==> config.mk <==
export PLATFORM = sky130hd
export DESIGN_NAME = areg_engine
export DESIGN_NICKNAME = d
export VERILOG_FILES = /design/src/rtl/areg_pkg.sv /design/src/rtl/areg_cmd_decode.sv /design/src/rtl/areg_ctrl.sv /design/src/rtl/areg_datapath.sv /design/src/rtl/areg_engine.sv
export SDC_FILE = /design/constraint.sdc
export NUM_CORES = 1
export LEC_CHECK = 0
export BUFFER_PORTS_ARGS = -buffer_cell sky130_fd_sc_hd__buf_4
export CAP_MARGIN = 20
export CORE_UTILIZATION = 60
export DETAILED_ROUTE_END_ITERATION = 8
export PLACE_DENSITY = 0.88
export SETUP_SLACK_MARGIN = 0.15
export SYNTH_ARGS = -nofsm -noshare
export SYNTH_HDL_FRONTEND = slang
export SYNTH_SLANG_ARGS = --single-unit
export TNS_END_PERCENT = 5
==> constraint.sdc <==
create_clock -name clk -period 7.37 [get_ports clk]
set_clock_uncertainty 0.05 [all_clocks]
set_input_delay 0 -clock clk [delete_from_list [all_inputs] [get_ports clk]]
set_output_delay 0 -clock clk [all_outputs]
set_load 0.05 [all_outputs]
==> src/rtl/areg_pkg.sv <==
package areg_pkg;
  localparam int MSG_WORDS = 4;
  localparam int WIDX_W    = 2;

  localparam logic [6:0] ADDR_DATA0 = 7'h04;
  localparam logic [6:0] ADDR_CSR   = 7'h16;
  localparam logic [6:0] ADDR_CMD   = 7'h17;

  typedef enum logic [2:0] {
    ERR_NONE   = 3'd0,
    ERR_BUSY   = 3'd1,
    ERR_NOTSUP = 3'd2,
    ERR_EXCEPT = 3'd3,
    ERR_HALT   = 3'd4,
    ERR_BUS    = 3'd5,
    ERR_RSVD   = 3'd6,
    ERR_OTHER  = 3'd7
  } cmd_err_e;

  typedef enum logic [1:0] {
    RC_UNMAPPED,
    RC_ABSENT,
    RC_READONLY,
    RC_NORMAL
  } reg_class_e;

  // strobes from control to datapath
  typedef struct packed {
    logic              capture;
    logic              zeroFill;
    logic [WIDX_W-1:0] wordIdx;
    logic              busy;
  } dp_ctl_t;
endpackage

==> src/rtl/areg_cmd_decode.sv <==
module areg_cmd_decode
  import areg_pkg::*;
#(
  parameter int REG_WIDTH    = 64,
  parameter int NUM_INT_REGS = 16,
  parameter bit HAS_FP       = 1'b1
) (
  input  logic [2:0]        sizeCode,
  input  logic              xferBit,
  input  logic [15:0]       regNum,
  input  logic              isWrite,
  output cmd_err_e          decodeErr,
  output logic              doTransfer,
  output logic [WIDX_W-1:0] lastWord,
  output logic              toZeroReg
);
  localparam int MAX_SIZE_CODE = $clog2(REG_WIDTH / 8);

  reg_class_e regClass;
  logic       sizeBad;

  always_comb begin
    regClass = RC_UNMAPPED;
    if (regNum[15:5] == 11'h080)
      regClass = (int'(regNum[4:0]) < NUM_INT_REGS) ? RC_NORMAL : RC_ABSENT;
    else if (regNum[15:5] == 11'h081)
      regClass = HAS_FP ? RC_NORMAL : RC_ABSENT;
    else if (regNum == 16'h0301)
      regClass = RC_READONLY;
    else if (regNum[15:3] == 13'h1800)
      regClass = RC_READONLY;
  end

  assign sizeBad = (sizeCode < 3'd2) || (int'(sizeCode) > MAX_SIZE_CODE);

  always_comb begin
    decodeErr = ERR_NONE;
    if (xferBit) begin
      if (sizeBad)                                    decodeErr = ERR_NOTSUP;
      else if (regClass == RC_UNMAPPED)               decodeErr = ERR_NOTSUP;
      else if (regClass == RC_ABSENT)                 decodeErr = ERR_EXCEPT;
      else if (regClass == RC_READONLY && isWrite)    decodeErr = ERR_NOTSUP;
    end
  end

  assign doTransfer = xferBit && (decodeErr == ERR_NONE);

  always_comb begin
    case (sizeCode)
      3'd3:    lastWord = 2'd1;
      3'd4:    lastWord = 2'd3;
      default: lastWord = 2'd0;
    endcase
  end

  assign toZeroReg = (regNum == 16'h1000);
endmodule

==> src/rtl/areg_ctrl.sv <==
module areg_ctrl
  import areg_pkg::*;
#(
  parameter int REG_WIDTH    = 64,
  parameter int NUM_INT_REGS = 16,
  parameter bit HAS_FP       = 1'b1
) (
  input  logic        clk,
  input  logic        rst_n,
  input  logic        cmdWrite,
  input  logic [2:0]  cmdSize,
  input  logic        cmdXfer,
  input  logic        cmdIsWrite,
  input  logic [15:0] cmdRegNum,
  input  logic        csrWrite,
  input  logic [2:0]  csrClearBits,
  output dp_ctl_t     dpCtl,
  output logic        busy,
  output cmd_err_e    cmdErr,
  output logic        tgt_valid,
  output logic        tgt_write,
  output logic [15:0] tgt_regno,
  output logic [1:0]  tgt_word
);
  cmd_err_e          decErr;
  logic              decGo;
  logic [WIDX_W-1:0] decLast;
  logic              decZero;

  areg_cmd_decode #(
    .REG_WIDTH(REG_WIDTH), .NUM_INT_REGS(NUM_INT_REGS), .HAS_FP(HAS_FP)
  ) u_decode (
    .sizeCode(cmdSize), .xferBit(cmdXfer), .regNum(cmdRegNum),
    .isWrite(cmdIsWrite), .decodeErr(decErr), .doTransfer(decGo),
    .lastWord(decLast), .toZeroReg(decZero)
  );

  logic              busyQ;
  cmd_err_e          errQ;
  logic [WIDX_W-1:0] wordQ;
  logic [WIDX_W-1:0] lastQ;
  logic              writeQ;
  logic              zeroQ;
  logic [15:0]       regnoQ;

  always_ff @(posedge clk) begin
    if (!rst_n) begin
      busyQ  <= 1'b0;
      errQ   <= ERR_NONE;
      wordQ  <= '0;
      lastQ  <= '0;
      writeQ <= 1'b0;
      zeroQ  <= 1'b0;
      regnoQ <= '0;
    end else begin
      if (busyQ) begin
        wordQ <= wordQ + 1'b1;
        if (wordQ == lastQ) busyQ <= 1'b0;
      end
      if (cmdWrite) begin
        if (busyQ) begin
          if (errQ == ERR_NONE) errQ <= ERR_BUSY;
        end else if (errQ == ERR_NONE) begin
          if (decErr != ERR_NONE) begin
            errQ <= decErr;
          end else if (decGo) begin
            busyQ  <= 1'b1;
            wordQ  <= '0;
            lastQ  <= decLast;
            writeQ <= cmdIsWrite;
            zeroQ  <= decZero;
            regnoQ <= cmdRegNum;
          end
        end
      end else if (csrWrite) begin
        errQ <= cmd_err_e'(errQ & ~csrClearBits);
      end
    end
  end

  assign busy      = busyQ;
  assign cmdErr    = errQ;
  assign tgt_valid = busyQ && !zeroQ;
  assign tgt_write = writeQ;
  assign tgt_regno = regnoQ;
  assign tgt_word  = wordQ;

  assign dpCtl.capture  = busyQ && !writeQ;
  assign dpCtl.zeroFill = zeroQ;
  assign dpCtl.wordIdx  = wordQ;
  assign dpCtl.busy     = busyQ;
endmodule

==> src/rtl/areg_datapath.sv <==
module areg_datapath
  import areg_pkg::*;
(
  input  logic        clk,
  input  logic        rst_n,
  input  dp_ctl_t     dpCtl,
  input  cmd_err_e    cmdErr,
  input  logic [6:0]  bus_addr,
  input  logic        bus_wr,
  input  logic [31:0] bus_wdata,
  output logic [31:0] bus_rdata,
  input  logic [31:0] tgt_rdata,
  output logic [31:0] tgt_wdata
);
  logic [31:0] msgQ [MSG_WORDS];

  for (genvar gi = 0; gi < MSG_WORDS; gi++) begin : g_msg
    localparam logic [6:0] MY_ADDR = 7'(ADDR_DATA0 + gi);
    always_ff @(posedge clk) begin
      if (!rst_n)
        msgQ[gi] <= '0;
      else if (dpCtl.capture && dpCtl.wordIdx == WIDX_W'(gi))
        msgQ[gi] <= dpCtl.zeroFill ? 32'h0 : tgt_rdata;
      else if (bus_wr && bus_addr == MY_ADDR && !dpCtl.busy)
        msgQ[gi] <= bus_wdata;
    end
  end

  assign tgt_wdata = msgQ[dpCtl.wordIdx];

  always_comb begin
    bus_rdata = 32'h0;
    if (bus_addr == ADDR_CSR)
      bus_rdata = {19'h0, dpCtl.busy, 1'b0, cmdErr, 8'h0};
    else if (bus_addr[6:2] == ADDR_DATA0[6:2])
      bus_rdata = msgQ[bus_addr[1:0]];
  end
endmodule

==> src/rtl/areg_engine.sv <==
module areg_engine
  import areg_pkg::*;
#(
  parameter int REG_WIDTH    = 64,
  parameter int NUM_INT_REGS = 16,
  parameter bit HAS_FP       = 1'b1
) (
  input  logic        clk,
  input  logic        rst_n,
  input  logic [6:0]  bus_addr,
  input  logic        bus_wr,
  input  logic [31:0] bus_wdata,
  output logic [31:0] bus_rdata,
  output logic        tgt_valid,
  output logic        tgt_write,
  output logic [15:0] tgt_regno,
  output logic [1:0]  tgt_word,
  output logic [31:0] tgt_wdata,
  input  logic [31:0] tgt_rdata
);
  dp_ctl_t  dpCtl;
  logic     busy;
  cmd_err_e cmdErr;

  areg_ctrl #(
    .REG_WIDTH(REG_WIDTH), .NUM_INT_REGS(NUM_INT_REGS), .HAS_FP(HAS_FP)
  ) u_ctrl (
    .clk(clk), .rst_n(rst_n),
    .cmdWrite(bus_wr && bus_addr == ADDR_CMD),
    .cmdSize(bus_wdata[22:20]), .cmdXfer(bus_wdata[17]),
    .cmdIsWrite(bus_wdata[16]), .cmdRegNum(bus_wdata[15:0]),
    .csrWrite(bus_wr && bus_addr == ADDR_CSR),
    .csrClearBits(bus_wdata[10:8]),
    .dpCtl(dpCtl), .busy(busy), .cmdErr(cmdErr),
    .tgt_valid(tgt_valid), .tgt_write(tgt_write),
    .tgt_regno(tgt_regno), .tgt_word(tgt_word)
  );

  areg_datapath u_dp (
    .clk(clk), .rst_n(rst_n), .dpCtl(dpCtl), .cmdErr(cmdErr),
    .bus_addr(bus_addr), .bus_wr(bus_wr), .bus_wdata(bus_wdata),
    .bus_rdata(bus_rdata), .tgt_rdata(tgt_rdata), .tgt_wdata(tgt_wdata)
  );
endmodule

==> key figures, run 1 <==
STA
  – Tmin final: 3510 ps
  – Worst-Margin Slew: 1160 ps
  – Relative max-transition margin: 22.4%
  – Final Setup Violations: 0
  – Fin. max-slew vios: 0
  – Hold Vio Cnt, Final: 0
  – TNS Setup: 0 ps
  – Final WS setup: 3860 ps
  – Top achievable clock speed: 0.285 GHz
  – RSZ-0062 raised after global routing: false
  – Final worst-path cycle share: 47.7%
  – Hold Slack: 45.5 ps

Power and ir drop
  – Worst vdd ir: 0.110 mV
  – Leak: 4.47 nW
  – Total Power: 2.07 mW
  – Cell area power density: 182 mW/mm^2

Cells and area
  – Final net count: 1034
  – Post-Layout Cell Count: 1150
  – Fillers: 688
  – Syn-to-layout area delta: 34.0%
  – Share of cells above drive strength 1: 28.7%
  – Core Util, Final: 82.3%
  – Final Cell Area: 0.0114 mm^2

Yosys
  – Synth unique cells: 43
  – Post-synth top flop: edfxtp_1
  – Most common cell in the synthesized netlist: nand2_1
  – Post-synthesis sequential area ratio: 51.4%
  – Seq cells post-synth: 154
  – Syn nets: 804
  – Post-synth top cells: nand2_1 (158), edfxtp_1 (128), o21ai_0 (128), mux4_2 (64)
  – FFs w/ async S/R, synth: 0%
  – Post-synth top area cell: edfxtp_1
  – Synthesized area: 0.00849 mm^2
  – Synth Warn #: 0
  – Cells after Synth: 726
  – Synth Area per Inst: 11.7 um^2
  – Post-synth EDFFs: 128
  – Synth top area share: 45.3%
  – Synth area leaders: edfxtp_1 (45%), mux4_2 (17%), o21ai_0 (7.5%)

Clocking
  – Clk_lat worst skew: 440 ps
  – Htree depth: 4
  – CTS root buf: clkbuf_16
  – # Post-CTS Setup Buffers: 0
  – Worst-path clk slew: 60 ps
  – Sink Count: 154
  – CTS resizes: 0
  – CTS max path bufs: 2
  – TritonCTS Buffers: 17
  – CTS tree: done
  – Cts-stage hold buffer count: 101

Hold path
  – WHS Path Cells: 4
  – Worst hold path type: input pin to register
  – Hold_sp: bus_addr[4]
  – Worst Hold Path EP: u_ctrl.cmdErr[0]$_SDFFE_PN0P_

Floorplan
  – Core area: 0.0138 mm^2
  – Die Width: 121 um
  – Initial Util: 61.4%
  – Die height: 121 um
  – Die ar.: 0.0146 mm^2
  – I/O pins: 158
  – # rows: 43

Setup path
  – R2R setup slack: 3860 ps
  – Req. time, crit path: 7410 ps
  – Cells on worst reg2reg path: 4
  – Setup crit end kind: register
  – Crit path arrival time: 3560 ps
  – Crit Path Class: register to register
  – Reg-to-reg endpoint: u_dp.msgQ[2][19]$_SDFFCE_PN0P_
  – Critical R2R Launch: u_ctrl.tgt_word[1]$_SDFF_PN0_
  – CP max FO: 37
  – CP startpoint kind: register

Drt
  – # DRC: 0
  – Met2 WL: 13300 um
  – Iter 0 DRT Violations: 1115
  – Via count: 7552
  – WL final: 26400 um
  – Met1 Routed Length: 8750 um
  – Uppermost layer routed: met4
  – DRT antenna net count: 0
  – Routed length per instance: 23.0 um
  – Vias per Instance: 6.57
  – Pre-antenna DRT Iters: 8
  – Routed length on met3: 3490 um

Place
  – Placement Cell Area: 0.00974 mm^2
  – Final HPWL DP: 14700 um
  – Placer Congestion: 0.888
  – Place WS: 3990 ps
  – Dpl cells: 1014
  – IO buf count: 157

Run
  – Total of max-cap violations: 0

GRT
  – Largest net degree at the start of global routing: 44
  – Total GRT Usage: 37.1%
  – Vias in the first global route: 7657
  – First-pass GRT wire length: 39800 um
  – GRT overflow: 0
  – Antenna violations before repair: 1

Outcome
  – Outcome: complete, no violations
## critical path, cell delays in order, from the launching register on
cell and delay (ps):
dfxtp_2 1010, ha_1 300, nand2_1 670, nand3b_1 680
buf_4 460
## power by group
part | switching, mW | internal [mW]
logic | 0.124 | 0.105
registers | 0.0165 | 0.969
clock network | 0.342 | 0.511
## flip-flops by register name, indices dropped and copies added, names as in the netlist
signal and cells:
u_ctrl.tgt_write 1, u_ctrl.busy 1, u_ctrl.zeroQ 1, u_ctrl.lastQ 2
u_ctrl.tgt_regno 16, u_dp.msgQ 128, u_ctrl.cmdErr 3, u_ctrl.tgt_word 2
## kinds of logic after synthesis
logic type	count (synthesis)	synth area share, %
adder cells (fa/ha/maj)	4	0.590
XOR/XNOR	3	0.310
buffers and inverters	64	3.36
AND/OR/NAND/NOR	274	16.3
flip-flops	154	51.4
multiplexers	78	18.6
AO/OA/AOI/OAI	149	9.42
## per-layer routing
| metal | GRT usage (%) | vias to the layer above |
|---|---|---|
| li1 | - | 3157 |
| met4 | 20.1 | 0 |
| met1 | 44.3 | 3594 |
| met2 | 62.6 | 690 |
| met5 | 0 | - |
| met3 | 8.32 | 111 |
## cell type report
cell class / count / area (um^2) / area share [%]
antenna: 1 / 2.50 / 0.0220
clock buffer: 26 / 551 / 4.84
clock inverter: 6 / 31.3 / 0.275
inverter: 4 / 15.0 / 0.132
multi-input combinational: 508 / 3850 / 33.8
sequential: 154 / 4370 / 38.4
tap: 180 / 225 / 1.98
timing repair buffer: 271 / 2330 / 20.5
## cells in the final DEF (no fill, tap or decap), drive strengths merged, types with 3 or more instances in the layout
cell	Yosys	layout
buf	27	170
nand2	158	158
o21ai	133	133
edfxtp	128	128
dlygate4sd3	0	101
mux4	64	64
nand2b	33	33
and2	29	29
dfxtp	26	26
clkbuf	33	26
mux2i	14	14
and3	10	10
nor2b	8	8
nand4	7	7
nand3	7	7
nor2	5	5
clkinv	0	5
inv	4	5
a22o	4	4
ha	4	4
xor2	3	3
nor3	3	3
## worst max-delay path by stage
stage	from	endpoint	slack (ps)
after floorplan	u_ctrl.tgt_word[0]$_SDFF_PN0_	u_dp.msgQ[2][0]$_SDFFCE_PN0P_	4090
after global placement	u_ctrl.tgt_word[1]$_SDFF_PN0_	u_dp.msgQ[2][12]$_SDFFCE_PN0P_	4080
after detailed placement	u_ctrl.tgt_word[1]$_SDFF_PN0_	u_dp.msgQ[2][15]$_SDFFCE_PN0P_	3990
after CTS	u_ctrl.tgt_word[1]$_SDFF_PN0_	u_dp.msgQ[1][30]$_DFFE_PP_	3840
after global routing	u_ctrl.tgt_word[1]$_SDFF_PN0_	u_dp.msgQ[2][20]$_SDFFCE_PN0P_	3770
final	u_ctrl.tgt_word[1]$_SDFF_PN0_	u_dp.msgQ[2][19]$_SDFFCE_PN0P_	3860
No activity file was read; power rests on OpenSTA's default activity.
==> inputs of run 2 (changes only) <==
--- a/config.mk
+++ b/config.mk
@@ -5,11 +5,12 @@
 export SDC_FILE = /design/constraint.sdc
 export NUM_CORES = 1
 export LEC_CHECK = 0
+export ABC_AREA = 1
 export BUFFER_PORTS_ARGS = -buffer_cell sky130_fd_sc_hd__buf_4
 export CAP_MARGIN = 20
-export CORE_UTILIZATION = 60
+export CORE_UTILIZATION = 56
 export DETAILED_ROUTE_END_ITERATION = 8
-export PLACE_DENSITY = 0.88
+export PLACE_DENSITY = 0.84
 export SETUP_SLACK_MARGIN = 0.15
 export SYNTH_ARGS = -nofsm -noshare
 export SYNTH_HDL_FRONTEND = slang
==> constraint.sdc (replaced) <==
create_clock -name clk -period 3.45 [get_ports clk]
set_clock_uncertainty 0.05 [all_clocks]
set_input_delay 0 -clock clk [delete_from_list [all_inputs] [get_ports clk]]
set_output_delay 0 -clock clk [all_outputs]
set_load 0.05 [all_outputs]
==> key figures, run 2 <==
Setup path
  – CP startpoint: u_ctrl.tgt_word[0]$_SDFF_PN0_
  – Critical R2R Launch: u_ctrl.tgt_word[0]$_SDFF_PN0_
  – CP startpoint kind: register
  – CP max FO: 38 (+2.7%)
  – Crit path arrival time: 3390 ps (-170 ps)
  – Setup crit end kind: register
  – Req. time, crit path: 3710 ps (-3700 ps)
  – Crit Path Class: register to register
  – R2R setup slack: 320 ps (-3540 ps)

Clocking
  – Clk_lat worst skew: 440 ps (about the same)
  – # Post-CTS Setup Buffers: 0 (unchanged)
  – Sink Count: 154 (unchanged)
  – CTS max path bufs: 2 (unchanged)
  – Htree depth: 4 (unchanged)
  – Worst-path clk slew: 70 ps (about the same)
  – CTS tree: done
  – CTS root buf: clkbuf_16
  – TritonCTS Buffers: 17 (unchanged)

Cells and area
  – Most common cell after layout, fill and taps aside: buf_4
  – Commonest cells after routing, fill and taps aside: buf_4 (173), o22ai_1 (160), edfxtp_1 (128)
  – Inserted Diodes: 0 (-1)
  – Fillers: 847 (+23%)
  – Share of cells above drive strength 1: 21.9% (-6.8 points)
  – Syn-to-layout area delta: 33.9% (about the same)
  – Final Cell Area: 0.0107 mm^2 (-5.7%)
  – Final net count: 1147 (+11%)
  – Largest Register: u_dp.msgQ
  – Largest register FFs: 128 (unchanged)

GRT
  – GRT overflow: 0 (unchanged)
  – Largest net degree at the start of global routing: 45 (+2.3%)
  – Antenna violations before repair: 1 (unchanged)
  – Vias in the first global route: 8422 (+10%)
  – First-pass GRT wire length: 43200 um (+8.7%)
  – Total GRT Usage: 39.0% (+1.9 points)

Run
  – Total of max-cap violations: 0 (unchanged)

Place
  – IO buf count: 157 (unchanged)
  – Placer Congestion: 0.906 (+2.1%)
  – Final HPWL DP: 16100 um (+9.6%)
  – Place WS: 875 ps (-3120 ps)
  – Placement Cell Area: 0.00932 mm^2 (-4.3%)

Yosys
  – Post-synth EDFFs: 128 (unchanged)
  – Syn nets: 947 (+18%)
  – Synth top area share: 48.0% (+2.7 points)
  – Post-synth top cells: o22ai_1 (160), edfxtp_1 (128), nor2_1 (97), nand2_1 (89), o21ai_0 (68)
  – Cells after Synth: 869 (+20%)
  – Synth Warn #: 0 (unchanged)
  – Synth unique cells: 33 (-23%)
  – Post-synthesis sequential area ratio: 54.5% (+3.1 points)
  – Post-synth top flop: edfxtp_1
  – Synthesized area: 0.00801 mm^2 (-5.7%)
  – Synth area leaders: edfxtp_1 (48%), o22ai_1 (13%), dfxtp_1 (6.5%)
  – Synth Area per Inst: 9.21 um^2 (-21%)
  – Seq cells post-synth: 154 (unchanged)
  – Post-synth top area cell: edfxtp_1
  – FFs w/ async S/R, synth: 0% (unchanged)
  – Most common cell in the synthesized netlist: o22ai_1

Drt
  – WL final: 28500 um (+7.9%)
  – # DRC: 0 (unchanged)
  – Routed length per instance: 22.6 um (-1.7%)
  – Iter 0 DRT Violations: 1307 (+17%)
  – Met1 Routed Length: 9640 um (+10%)
  – Vias per Instance: 6.76 (+2.9%)
  – DRT antenna net count: 0 (unchanged)
  – Uppermost layer routed: met4
  – Met2 WL: 13400 um (+1.1%)
  – Pre-antenna DRT Iters: 7 (-1)
  – Routed length on met3: 3930 um (+13%)
  – Via count: 8526 (+13%)

Floorplan
  – Initial Util: 57.5% (-3.9 points)
  – Die height: 122 um (+0.51%)
  – Die ar.: 0.0148 mm^2 (+1.0%)
  – Core area: 0.0139 mm^2 (+0.78%)
  – I/O pins: 158 (unchanged)
  – Die Width: 122 um (+0.51%)
  – # rows: 43 (unchanged)

STA
  – Final WS setup: 318 ps (-3540 ps)
  – Worst-Margin Slew: 1110 ps (-51.4 ps)
  – Final worst-path cycle share: 90.8% (+43 points)
  – Tmin final: 3130 ps (-383 ps)
  – Final Setup Violations: 0 (unchanged)
  – RSZ-0062 raised after global routing: false
  – Hold Vio Cnt, Final: 0 (unchanged)
  – Relative max-transition margin: 25.9% (+3.5 points)
  – Top achievable clock speed: 0.319 GHz (+12%)
  – TNS Setup: 0 ps (unchanged)
  – Fin. max-slew vios: 0 (unchanged)

Power and ir drop
  – Worst vdd ir: 0.329 mV (+200%)
  – Cell area power density: 435 mW/mm^2 (+140%)
  – Total Power: 4.66 mW (+130%)
  – Leak: 4.42 nW (-1.0%)

Outcome
  – Outcome: complete, no violations

Hold path
  – Hold_sp: tgt_rdata[22]
  – Worst hold path type: input pin to register
## run 2: cell types whose count changed in the layout (fill, tap and decap cells not counted), moves of 50 or more
cell and change:
nand2_1 -69, nor2_1 +90, o21ai_0 -60, inv_1 +50, a22oi_1 +56, o22ai_1 +160
mux4_2 -64
## run 2: report_power, final
group	total [mW]	internal [mW]	switching, mW
sequential	2.09	2.06	0.0321
combinational	0.455	0.170	0.285
clock	2.11	1.30	0.812
total	4.66	3.53	1.13
## run 2: cell families after synthesis
family	after synthesis	share of synthesized area [%]
AOI/OAI and AO/OA	346	26.1
and+or+nand+nor	230	12.1
DFF	154	54.5
buffers and inverters	133	6.50
adders and majority gates	4	0.625
xor gates and xnor gates	2	0.219
## run 2: worst paths after layout
| path | end | cells after the start |
|---|---|---|
| worst min register to register | u_ctrl.tgt_regno[11]$_SDFFE_PN0P_ | 2 |
| worst max register to register | u_dp.msgQ[1][18]$_DFFE_PP_ | 6 |
| worst min-delay path | u_dp.msgQ[0][22]$_DFFE_PP_ | 3 |
| worst max-delay path | u_dp.msgQ[1][18]$_DFFE_PP_ | 6 |
## run 2: area by class of cell
| cell class | instances | area (um^2) | share of cell area, % |
|---|---|---|---|
| Clock buffer | 17 | 425 | 3.97 |
| Clock inverter | 15 | 235 | 2.19 |
| Inverter | 65 | 245 | 2.29 |
| Multi-Input combinational cell | 582 | 3150 | 29.3 |
| Sequential cell | 154 | 4370 | 40.7 |
| Tap cell | 180 | 225 | 2.10 |
| Timing Repair Buffer | 249 | 2080 | 19.4 |
## run 2: worst max-delay path, stage by stage, from the launching register on
cell and delay [ps]:
dfxtp_2 770, buf_4 490, ha_1 240, nand2_1 400
buf_12 330, o22ai_1 150, dlygate4sd3_1 560
## run 2: per-stage QoR
| step | utilization, % | hold slack, ps | std cells |
|---|---|---|---|
| 2_1_floorplan | - | 96.4 | 869 |
| 3_3_place_gp | 66.9 | 218 | 1156 |
| 3_5_place_dp | 66.9 | 227 | 1156 |
| 4_1_cts | 76.9 | 1.24 | 1262 |
| 5_1_grt | 77.0 | 15.5 | 1262 |
| 6_report | 77.0 | 0.541 | 1262 |
## run 2: timing repair
| item | in CTS | in global routing |
|---|---|---|
| gates resized for setup | 0 | 1 |
| setup endpoints to repair | 0 | 4 |
| hold buffers | 74 | 0 |
| hold endpoints to repair | 142 | 0 |
## run 2: per-layer routing
metal  GRT usage [%]  vias to the layer above
met2            62.5                      830
met5               0                        -
met4            24.1                        0
met3            11.6                      170
met1            46.2                     3875
li1                -                     3651
==> inputs of run 3 (changes only) <==
--- a/config.mk
+++ b/config.mk
@@ -10,6 +10,7 @@
 export CAP_MARGIN = 20
 export CORE_UTILIZATION = 56
 export DETAILED_ROUTE_END_ITERATION = 8
+export HOLD_SLACK_MARGIN = 0.05
 export PLACE_DENSITY = 0.84
 export SETUP_SLACK_MARGIN = 0.15
 export SYNTH_ARGS = -nofsm -noshare
==> key figures, run 3 (same netlist as run 2, synthesis figures left out) <==
Outcome
  – Outcome: complete, no violations

GRT
  – GRT overflow: 0 (unchanged)
  – Total GRT Usage: 40.6% (+1.6 points)
  – Vias in the first global route: 8571 (+1.8%)
  – Largest net degree at the start of global routing: 45 (unchanged)
  – First-pass GRT wire length: 44700 um (+3.4%)
  – Antenna violations before repair: 1 (unchanged)

Hold path
  – Hold_sp: bus_addr[3]
  – Worst hold path type: input pin to register

STA
  – Final worst-path cycle share: 91.0% (+0.21 points)
  – RSZ-0062 raised after global routing: false
  – Final Setup Violations: 0 (unchanged)
  – Hold Vio Cnt, Final: 0 (unchanged)
  – Top achievable clock speed: 0.319 GHz (-0.23%)
  – TNS Setup: 0 ps (unchanged)
  – Relative max-transition margin: 26.9% (+0.98 points)
  – Tmin final: 3140 ps (+7.30 ps)
  – Worst-Margin Slew: 1100 ps (-14.7 ps)
  – Fin. max-slew vios: 0 (unchanged)

Clocking
  – CTS root buf: clkbuf_16
  – CTS tree: done
  – Htree depth: 4 (unchanged)
  – Worst-path clk slew: 60 ps (about the same)
  – TritonCTS Buffers: 17 (unchanged)
  – # Post-CTS Setup Buffers: 0 (unchanged)
  – CTS max path bufs: 2 (unchanged)
  – Clk_lat worst skew: 440 ps (about the same)
  – Sink Count: 154 (unchanged)

Drt
  – Pre-antenna DRT Iters: 6 (-1)
  – WL final: 29600 um (+3.8%)
  – DRT antenna net count: 0 (unchanged)
  – Via count: 8754 (+2.7%)
  – # DRC: 0 (unchanged)
  – Routed length per instance: 23.2 um (+2.7%)
  – Iter 0 DRT Violations: 1371 (+4.9%)
  – Vias per Instance: 6.86 (+1.5%)

Floorplan
  – Initial Util: 57.5% (unchanged)
  – Die Width: 122 um (unchanged)
  – I/O pins: 158 (unchanged)
  – Die height: 122 um (unchanged)
  – Core area: 0.0139 mm^2 (unchanged)
  – # rows: 43 (unchanged)
  – Die ar.: 0.0148 mm^2 (unchanged)

Cells and area
  – Syn-to-layout area delta: 35.9%
  – Commonest cells after routing, fill and taps aside: buf_4 (173), o22ai_1 (160), edfxtp_1 (128)
  – Most common cell after layout, fill and taps aside: buf_4
  – Fillers: 835 (-1.4%)
  – Final net count: 1161 (+1.2%)
  – Core Util, Final: 78.1% (+1.1 points)
  – Largest Register: u_dp.msgQ
  – Largest register FFs: 128 (unchanged)
  – Inserted Diodes: 0 (unchanged)
  – Share of cells above drive strength 1: 21.7% (-0.19 points)

Power and ir drop
  – Worst vdd ir: 0.327 mV (-0.42%)
  – Leak: 4.50 nW (+1.7%)
  – Total Power: 4.68 mW (+0.34%)
  – Cell area power density: 430 mW/mm^2 (-1.1%)

Place
  – IO buf count: 157 (unchanged)
  – Final HPWL DP: 16100 um (unchanged)
  – Placer Congestion: 0.906 (unchanged)

Setup path
  – CP startpoint kind: register
  – CP startpoint: u_ctrl.tgt_word[0]$_SDFF_PN0_
  – Critical R2R Launch: u_ctrl.tgt_word[0]$_SDFF_PN0_
  – R2R setup slack: 310 ps (about the same)
  – Req. time, crit path: 3580 ps (-130 ps)
  – Crit path arrival time: 3270 ps (-120 ps)
  – CP max FO: 33 (-13%)
  – Crit Path Class: register to register
  – Setup crit end kind: register

Run
  – Total of max-cap violations: 0 (unchanged)
## run 3: changes by cell type in the layout (fill, tap and decap cells not counted)
cell / before / now
dlygate4sd3_1: 74 / 87
buf_16: 0 / 1
## run 3: routing by layer
| layer | part of all wire (%) | routed length, um | GRT usage, % |
|---|---|---|---|
| met1 | 32 | 9510 | 47.6 |
| met2 | 47 | 14000 | 65.1 |
| met3 | 15 | 4440 | 12.3 |
| met4 | 5.7 | 1690 | 26.0 |
| met5 | 0 | 0 | 0 |
## run 3: what timing repair did
item	CTS	global route
hold endpoints to repair	153	0
setup endpoints to repair	0	5
gates resized for setup	0	1
hold buffers	87	0
## run 3: final timing paths
check / cells after the start / to
hold reg to reg: 2 / u_ctrl.tgt_regno[11]$_SDFFE_PN0P_
setup / recovery: 7 / u_dp.msgQ[0][27]$_DFFE_PP_
hold / removal: 7 / u_ctrl.cmdErr[1]$_SDFFE_PN0P_
setup reg to reg: 7 / u_dp.msgQ[0][27]$_DFFE_PP_
## run 3: report_power, final
group | switching (mW) | internal, mW | total [mW] | leakage [nW]
Combinational | 0.291 | 0.176 | 0.467 | 2.65
Sequential | 0.0324 | 2.06 | 2.10 | 1.53
Clock | 0.816 | 1.30 | 2.11 | 0.315
## run 3: through the flow
stage	std cells	hold WS [ps]	area (um^2)	setup slack, ps
floorplan	869	96.4	8010	161
global placement	1156	218	9320	942
detailed placement	1156	227	9320	875
CTS	1275	120	10900	345
global route	1276	210	10900	222
finish	1276	114	10900	311
## run 3: area by class of cell
cell class / instances / area, um^2 / share of cell area (%)
inverter: 65 / 245 / 2.25
multi-input combinational: 582 / 3150 / 28.9
tap: 180 / 225 / 2.07
clock buffer: 17 / 425 / 3.91
sequential: 154 / 4370 / 40.1
clock inverter: 15 / 235 / 2.16
timing repair buffer: 263 / 2240 / 20.6
## run 3: critical path: stages (launching register included)
cell           delay [ps]
dfxtp_2               750
inv_2                 380
ha_1                  310
nand2_1                90
nor2_1                 60
clkinv_2              420
o22ai_1               180
dlygate4sd3_1         620
